**src/rtl/frac_div_pkg.sv**
```systemverilog
package frac_div_pkg;
  localparam int unsigned STAGES = 3;
  localparam int unsigned CORR_W = 4;
  typedef logic signed [CORR_W-1:0] corr_t;
endpackage

```
**src/rtl/frac_acc_stage.sv**
```systemverilog
module frac_acc_stage #(
  parameter int unsigned W = 26
) (
  input  logic         clk_i,
  input  logic         rst_i,
  input  logic         en_i,
  input  logic [W-1:0] add_i,
  output logic [W-1:0] sum_o,
  output logic         carry_o
);
  logic [W-1:0] acc_q;
  logic [W:0]   total;

  always_comb begin
    total   = {1'b0, acc_q} + {1'b0, add_i};
    sum_o   = total[W-1:0];
    carry_o = total[W];
  end

  always_ff @(posedge clk_i) begin
    if (rst_i)     acc_q <= '0;
    else if (en_i) acc_q <= sum_o;
  end

  // an overflow leaves a wrapped sum smaller than the addend
  p_carry_wrap_r5: assert property (@(posedge clk_i) disable iff (rst_i)
    (en_i && carry_o) |-> (sum_o < add_i));
endmodule

```
**src/rtl/frac_noise_shaper.sv**
```systemverilog
module frac_noise_shaper
  import frac_div_pkg::*;
(
  input  logic              clk_i,
  input  logic              rst_i,
  input  logic              en_i,
  input  logic [STAGES-1:0] carry_i,
  output corr_t             corr_o
);
  logic c2_d1;
  logic c3_d1;
  logic c3_d2;

  always_comb begin
    corr_o = corr_t'(carry_i[0])
           + corr_t'(carry_i[1]) - corr_t'(c2_d1)
           + corr_t'(carry_i[2]) - corr_t'(2 * c3_d1) + corr_t'(c3_d2);
  end

  always_ff @(posedge clk_i) begin
    if (rst_i) begin
      c2_d1 <= 1'b0;
      c3_d1 <= 1'b0;
      c3_d2 <= 1'b0;
    end else if (en_i) begin
      c2_d1 <= carry_i[1];
      c3_d1 <= carry_i[2];
      c3_d2 <= c3_d1;
    end
  end
endmodule

```
**src/rtl/frac_div_seq.sv**
```systemverilog
module frac_div_seq
  import frac_div_pkg::*;
#(
  parameter int unsigned INT_W  = 12,
  parameter int unsigned FRAC_W = 25
) (
  input  logic              clk_i,
  input  logic              rst_i,
  input  logic              step_i,
  input  logic [INT_W-1:0]  int_i,
  input  logic [FRAC_W-1:0] frac_i,
  output logic [INT_W:0]    div_o,
  output logic              div_vld_o
);
  localparam int unsigned ACC_W = FRAC_W + 1;
  localparam int unsigned OUT_W = INT_W + 1;

  logic [ACC_W-1:0]  stage_add [STAGES];
  logic [ACC_W-1:0]  stage_sum [STAGES];
  logic [STAGES-1:0] carries;
  corr_t             corr;
  logic [OUT_W-1:0]  div_next;

  // half-step offset: constant 1 below the fractional LSB
  assign stage_add[0] = {frac_i, 1'b1};

  for (genvar s = 0; s < STAGES; s++) begin : g_stage
    if (s > 0) begin : g_link
      assign stage_add[s] = stage_sum[s-1];
    end
    frac_acc_stage #(.W(ACC_W)) acc_i (
      .clk_i   (clk_i),
      .rst_i   (rst_i),
      .en_i    (step_i),
      .add_i   (stage_add[s]),
      .sum_o   (stage_sum[s]),
      .carry_o (carries[s])
    );
  end

  frac_noise_shaper shp_i (
    .clk_i   (clk_i),
    .rst_i   (rst_i),
    .en_i    (step_i),
    .carry_i (carries),
    .corr_o  (corr)
  );

  assign div_next = {1'b0, int_i} + {{(OUT_W-CORR_W){corr[CORR_W-1]}}, corr};

  always_ff @(posedge clk_i) begin
    if (rst_i) begin
      div_o     <= '0;
      div_vld_o <= 1'b0;
    end else begin
      div_vld_o <= step_i;
      if (step_i) div_o <= div_next;
    end
  end

  logic fresh_q;
  always_ff @(posedge clk_i) begin
    if (rst_i)       fresh_q <= 1'b1;
    else if (step_i) fresh_q <= 1'b0;
  end

  p_corr_range_r4: assert property (@(posedge clk_i) disable iff (rst_i)
    step_i |-> (corr >= -3 && corr <= 4));

  p_hold_r2: assert property (@(posedge clk_i) disable iff (rst_i)
    !step_i |=> $stable(div_o));

  p_first_out_r6: assert property (@(posedge clk_i) disable iff (rst_i)
    (fresh_q && step_i) |=> (div_o == {1'b0, $past(int_i)}));

  p_half_lsb_r5: assert property (@(posedge clk_i) disable iff (rst_i)
    step_i |=> (stage_sum[0][0] != $past(stage_sum[0][0])));
endmodule

```
**config.mk**
```make
export PLATFORM = sky130hd
export DESIGN_NAME = frac_div_seq
export DESIGN_NICKNAME = d
export VERILOG_FILES = /design/src/rtl/frac_div_pkg.sv /design/src/rtl/frac_acc_stage.sv /design/src/rtl/frac_noise_shaper.sv /design/src/rtl/frac_div_seq.sv
export SDC_FILE = /design/constraint.sdc
export NUM_CORES = 1
export LEC_CHECK = 0
export BUFFER_PORTS_ARGS = -buffer_cell sky130_fd_sc_hd__buf_2
export CAP_MARGIN = 30
export CORE_ASPECT_RATIO = 0.5
export CORE_MARGIN = 3
export CORE_UTILIZATION = 62
export DETAILED_ROUTE_END_ITERATION = 12
export PLACE_DENSITY = 0.92
export REMOVE_ABC_BUFFERS = 1
export SYNTH_ARGS = -nofsm -noshare
export SYNTH_HDL_FRONTEND = slang
export SYNTH_SLANG_ARGS = --single-unit
```
**constraint.sdc**
```tcl
create_clock -name clk_i -period 10.5 [get_ports clk_i]
set_input_delay 2.1 -clock clk_i [delete_from_list [all_inputs] [get_ports clk_i]]
set_output_delay 2.1 -clock clk_i [all_outputs]
set_load 0.005 [all_outputs]
```
After elaboration in Yosys (flattened, before gate mapping) --
Index checks and enable logic that the tools add are counted. W data, S select, Z words.
Cells by class: $add $sub $neg 9
Operator list (number):
- $add A26 B26 Y27 | 3
- $add A12 B13 Y13 | 1
- $add A4 B2 Y4 | 2
- $sub A4 B2 Y4 | 1
- $sub A4 B3 Y4 | 1
- $add A1 B1 Y2 | 1
Storage, ports and cells: register bits after elaboration 95, input bits 40, output and inout port bits 14, word-level logic and storage cells 17

Logic depth before layout (Yosys ltp) --
depth in word-level cells 8, depth in mapped cells 40, gate-level depth less buffers 39

Cells and area by module --
A second synthesis with hierarchy kept.
Second synthesis, totals: cells, all modules 1067, area total of the unflattened synthesis 8847.2 µm²
Modules (own cells, without submodules):
- frac_acc_stage at g_stage[0].acc_i ... | instances 2, cells an instance 322, area an instance 2591.2 µm², seq. area each 520.5 µm²
- frac_acc_stage at g_stage[2].acc_i | instances 1, cells an instance 280, area an instance 2388.5 µm², seq. area each 520.5 µm²
- frac_div_seq | instances 1, cells an instance 114, area an instance 1007.2 µm², seq. area each 280.3 µm²
- frac_noise_shaper | instances 1, cells an instance 29, area an instance 269.0 µm², seq. area each 60.1 µm²

Worst setup path after synthesis --
OpenSTA, ideal clock, no wires.
path type input -> register, start input port frac_i[3], end register div_o[10], setup time 86 ps, data arrival time 9597 ps, path slack 817 ps, stages on the path 38, cells stage by stage ha_1 -> a21o_1 -> a31oi_1 -> and2_1 -> o21ai_1 -> a31oi_1 -> o21ai_1 -> xor2_1 -> ha_1 -> and3_1 -> a221o_1 -> a21oi_1 -> o21a_2 -> a31oi_1 -> xor2_1 -> ha_1 -> clkbuf_1 -> and3_1 -> (+2 left out) -> a21oi_1 -> o41ai_1 -> ha_1 -> inv_1 -> fa_1 -> ha_1 -> inv_1 -> ha_1 -> inv_1 -> ha_1 -> nor2b_1 -> nor2_1 -> o22ai_1 -> a22o_1 -> a41o_1 -> a21oi_1 -> xor2_1 -> a211oi_1
Between the ends: elaborated cells on any way between the ends 9
RTL lines:
- start: declaration | RTL line frac_div_seq.sv:11 | input logic [FRAC_W-1:0] frac_i,
- $add A26 B26 Y27 | RTL line frac_acc_stage.sv:15 | total = {1'b0, acc_q} + {1'b0, add_i};
- named net g_stage[0].acc_i.sum_o[11] | RTL line frac_acc_stage.sv:8 | output logic [W-1:0] sum_o,
- $add A26 B26 Y27 | RTL line frac_acc_stage.sv:15
- named net g_stage[1].acc_i.sum_o[19] | RTL line frac_acc_stage.sv:8
- $add A26 B26 Y27 | RTL line frac_acc_stage.sv:15
- $add A4 B2 Y4 | RTL line frac_noise_shaper.sv:17 | + corr_t'(carry_i[2]) - corr_t'(2 * c3_d1) + corr_t'(c3_d2);
- $sub A4 B3 Y4 | RTL line frac_noise_shaper.sv:17
- $add A4 B2 Y4 | RTL line frac_noise_shaper.sv:17
- $add A12 B13 Y13 | RTL line frac_div_seq.sv:49 | assign div_next = {1'b0, int_i} + {{(OUT_W-CORR_W){corr[CORR_W-1]}}, corr};
- end signal: assignment | RTL line frac_div_seq.sv:57 | if (step_i) div_o <= div_next;
- end: declaration | RTL line frac_div_seq.sv:12 | output logic [INT_W:0] div_o,
The timed path passes the listed nets, and every way through them passes these cells. A chain may end at the register's enable or synchronous reset.

Worst setup path after layout --
start input port frac_i[0], end register div_o[10]
Same word-level chain as after synthesis.

==> impl_results.md <==
* Multiplexer share of the synthesized area at 4.576%
* Clock slew at reported path FFs at 70 ps
* Die W at 165.4 microns
* Share of cells above drive strength 1 at 11.03%
* # diodes at 0
* FF+latch count, synth at 95
* RSZ-0062 raised after global routing: false
* CP max FO at 6
* Status: complete, no violations
* Largest net degree at the start of global routing at 65
* Power Dens Cells at 391.1 nW/um^2
* Cells after Synth at 968
* Vias per cell at 6.398
* Compound-Gate Fraction of Synth Area at 26.55%
* Global Route Usage Sum at 28.49%
* Cell variety after synth at 71
* Vias in the first global route at 7106
* DR pass1 iterations at 6
* Synth async-reset ratio at 0%
* Final setup viols at 0
* CTS tree: built
* Worst path required time at 10700 ps
* Pins over their slew limit at 0
* Final Critical Period at 9953 ps
* Slowest stage delay, CP at 510 ps
* Die height at 85.69 microns
* Number of remaining DRC errors at 0
* Hold slack at 462.5 ps
* I/O pins at 54
* Initial core utilization at 64.97%
* PnR worst setup slack at 546.7 ps
* Max-cap violations at 0
* Startpoint types: input pin
* Syn Std Cell Area at 7875 sq um
* CP Class: in -> reg
* Placeable Area at 12120 sq um
* Avg Cell Area, Syn at 8.135 sq um
* First-pass GRT wire length at 33.49 mm
* Yosys Warn Count at 0
* Final #Nets at 1134
* Critical Path AT at 10160 ps
* Antenna viol nets, final at 0
* Detailed-route wire length at 20.11 mm
* Cts bufs inserted at 9
* Post-DP HPWL at 14.96 mm
* Area Overhead vs Synth at 9.978%
* GRT overflow at 0
* Sequential share of the synthesized area at 24.15%
* Achievable Freq at 100.5 MHz
* Total clock sinks at 95
* Final period utilization at 94.79%
* Leak pwr at 4.022 nW
* Final Hold Vio Count at 0
* Clock skew at 11.91 ps
* Slowest cell on crit path: fa_1
* Min-delay worst type: reg -> reg
* Port Buffers at 53
* Wire length per cell at 17.17 microns
* Worst slew pin tran at 925.0 ps
* Max Buffers Root-to-Sink at 2
* Yosys top cell by area: dfxtp_1
* Largest family of logic cells by synthesized area: compound AO/OA/AOI/OAI gates
* Fill cell count at 984
* Clock root buffer: clkbuf_16
* Initial antenna violation count at 0
* Top cell type's share of synthesized area at 24.15%
* Post-synthesis xor/xnor area fraction at 9.009%
* Vias at 7492
* Top cells by area, synth: dfxtp_1 24%, ha_1 14%, xnor2_1 5.9%
* Clock Latency Late Sink at 350 ps
* Maximum VDD drop at 0.1977 mV
* Synth Area in Adders at 15.35%
* Simple-gate share of the synthesized area at 16.56%
* H-tree Lvls at 3
* Post-synth EDFFs at 0
* Worst slew margin at 37.95%
* Number of cell rows at 28
* GPL Wtd Cong at 0.9521
* Synth Flop Type: dfxtp_1
* Place WS at -77.56 ps
* Most used cell, CP: ha_1
* Initial drt markers at 626
* CP Capture Type: flip-flop
* Die ar. at 14170 sq um
==> registers in the layout (all words and copies together) (netlist names) <==
| name | flops |
|---|---|
| g_stage.acc_i.acc_q | 78 |
| div_vld_o | 1 |
| shp_i.c2_d1 | 1 |
| div_o | 13 |
| shp_i.c3_d2 | 1 |
| shp_i.c3_d1 | 1 |
==> kinds of logic (layout without fill, tap and decap cells) <==
| kind of cell | Yosys count | count (layout) |
|---|---|---|
| AO/OA/AOI/OAI | 306 | 306 |
| AND/OR/NAND/NOR | 278 | 278 |
| XOR/XNOR | 81 | 81 |
| adder cells (fa/ha/maj) | 93 | 93 |
| flip-flops | 95 | 95 |
| buffers and inverters | 79 | 117 |
| multiplexers | 36 | 36 |
==> layer usage <==
| metal | up-vias | routed length, microns | track usage, % |
|---|---|---|---|
| li1 | 3612 | - | - |
| met4 | 0 | 414 | 8.528 |
| met3 | 48 | 1524 | 5.355 |
| met5 | - | 0 | 0 |
| met1 | 3503 | 9093 | 38.15 |
| met2 | 329 | 9079 | 46.97 |
==> cell usage in the layout (no fill, tap or decap), drive strengths merged, types with 14 or more instances in the layout <==
master,instances
ha,87
dfxtp,95
o21ai,46
nand2,64
buf,65
a31oi,14
a21o,37
nand4,15
a22o,22
nor2,109
a211oi,24
xnor2,53
nand3,15
a21oi,85
inv,36
xor2,28
nor3,18
mux2i,36
==> worst paths after layout <==
path / start / to / slack, ps / cells after the start
worst max-delay path: frac_i[0] / div_o[10]$_SDFFE_PP0P_ / 550 / 37
worst min-delay path: div_o[11]$_SDFFE_PP0P_ / div_o[11]$_SDFFE_PP0P_ / 460 / 2
worst max register to register: g_stage[0].acc_i.acc_q[0]$_SDFFE_PP0P_ / div_o[10]$_SDFFE_PP0P_ / 2070 / 36
worst min register to register: div_o[11]$_SDFFE_PP0P_ / div_o[11]$_SDFFE_PP0P_ / 460 / 2
==> cells in the mapped netlist, types with 3 or more instances <==
| cell | instances |
|---|---|
| a211o_1 | 4 |
| a211oi_1 | 24 |
| a21o_1 | 37 |
| a21oi_1 | 82 |
| a22o_1 | 22 |
| a22oi_1 | 3 |
| a31o_2 | 3 |
| a31oi_1 | 14 |
| and2_1 | 9 |
| and3_1 | 10 |
| buf_1 | 4 |
| buf_2 | 3 |
| clkbuf_1 | 36 |
| dfxtp_1 | 95 |
| fa_1 | 6 |
| ha_1 | 87 |
| inv_1 | 34 |
| mux2i_1 | 36 |
| nand2_1 | 64 |
| nand2b_1 | 6 |
| nand3_1 | 15 |
| nand4_1 | 14 |
| nand4b_1 | 3 |
| nor2_1 | 109 |
| nor2b_1 | 9 |
| nor3_1 | 17 |
| nor3b_1 | 4 |
| o211ai_1 | 6 |
| o21a_1 | 11 |
| o21ai_0 | 38 |
| o21ai_1 | 8 |
| o21bai_1 | 7 |
| o22ai_1 | 5 |
| o31a_1 | 5 |
| o31ai_1 | 8 |
| or3_1 | 4 |
| xnor2_1 | 53 |
| xor2_1 | 28 |
==> stage by stage <==
stage	util (%)	cells	TNS, ps	power (mW)	area (sq um)
2_1_floorplan	-	925	0	2.412	7710
5_1_grt	71.45	1171	0	3.683	8661
4_1_cts	70.81	1169	0	3.301	8583
3_3_place_gp	68.16	1153	0	2.826	8262
6_report	71.45	1171	0	3.387	8661
3_5_place_dp	68.16	1153	-77.56	2.919	8262
==> layout make-up <==
class	instances	area, sq um	area share (%)
clock inverters	6	92.59	1.069
inverters	36	135.1	1.560
repair buffers	65	357.8	4.132
flip-flops and latches	95	1902	21.96
clock buffers	10	229.0	2.644
well taps	165	206.4	2.384
multi-input cells	794	5738	66.25
==> report_power, final <==
part / switching [mW] / internal [mW] / total (mW) / leakage (nW)
combinational: 1.44 / 1.04 / 2.49 / 3.08
sequential: 0.0665 / 0.473 / 0.540 / 0.786
clock: 0.151 / 0.211 / 0.362 / 0.155
total: 1.66 / 1.73 / 3.39 / 4.02
==> critical path, delay by kind of cell <==
family,cells,cell delay (ps)
and+or+nand+nor,4,990
AOI/OAI and AO/OA,17,3260
xor gates and xnor gates,3,720
adders and majority gates,8,2590
buffers and inverters,5,450
==> timing repair <==
| action | in CTS | in global routing |
|---|---|---|
| hold buffers | 0 | 0 |
| setup endpoints to repair | 0 | 4 |
| buffers inserted | 0 | 2 |
| resized for setup | 0 | 15 |
(Power assumes the default switching activity.)
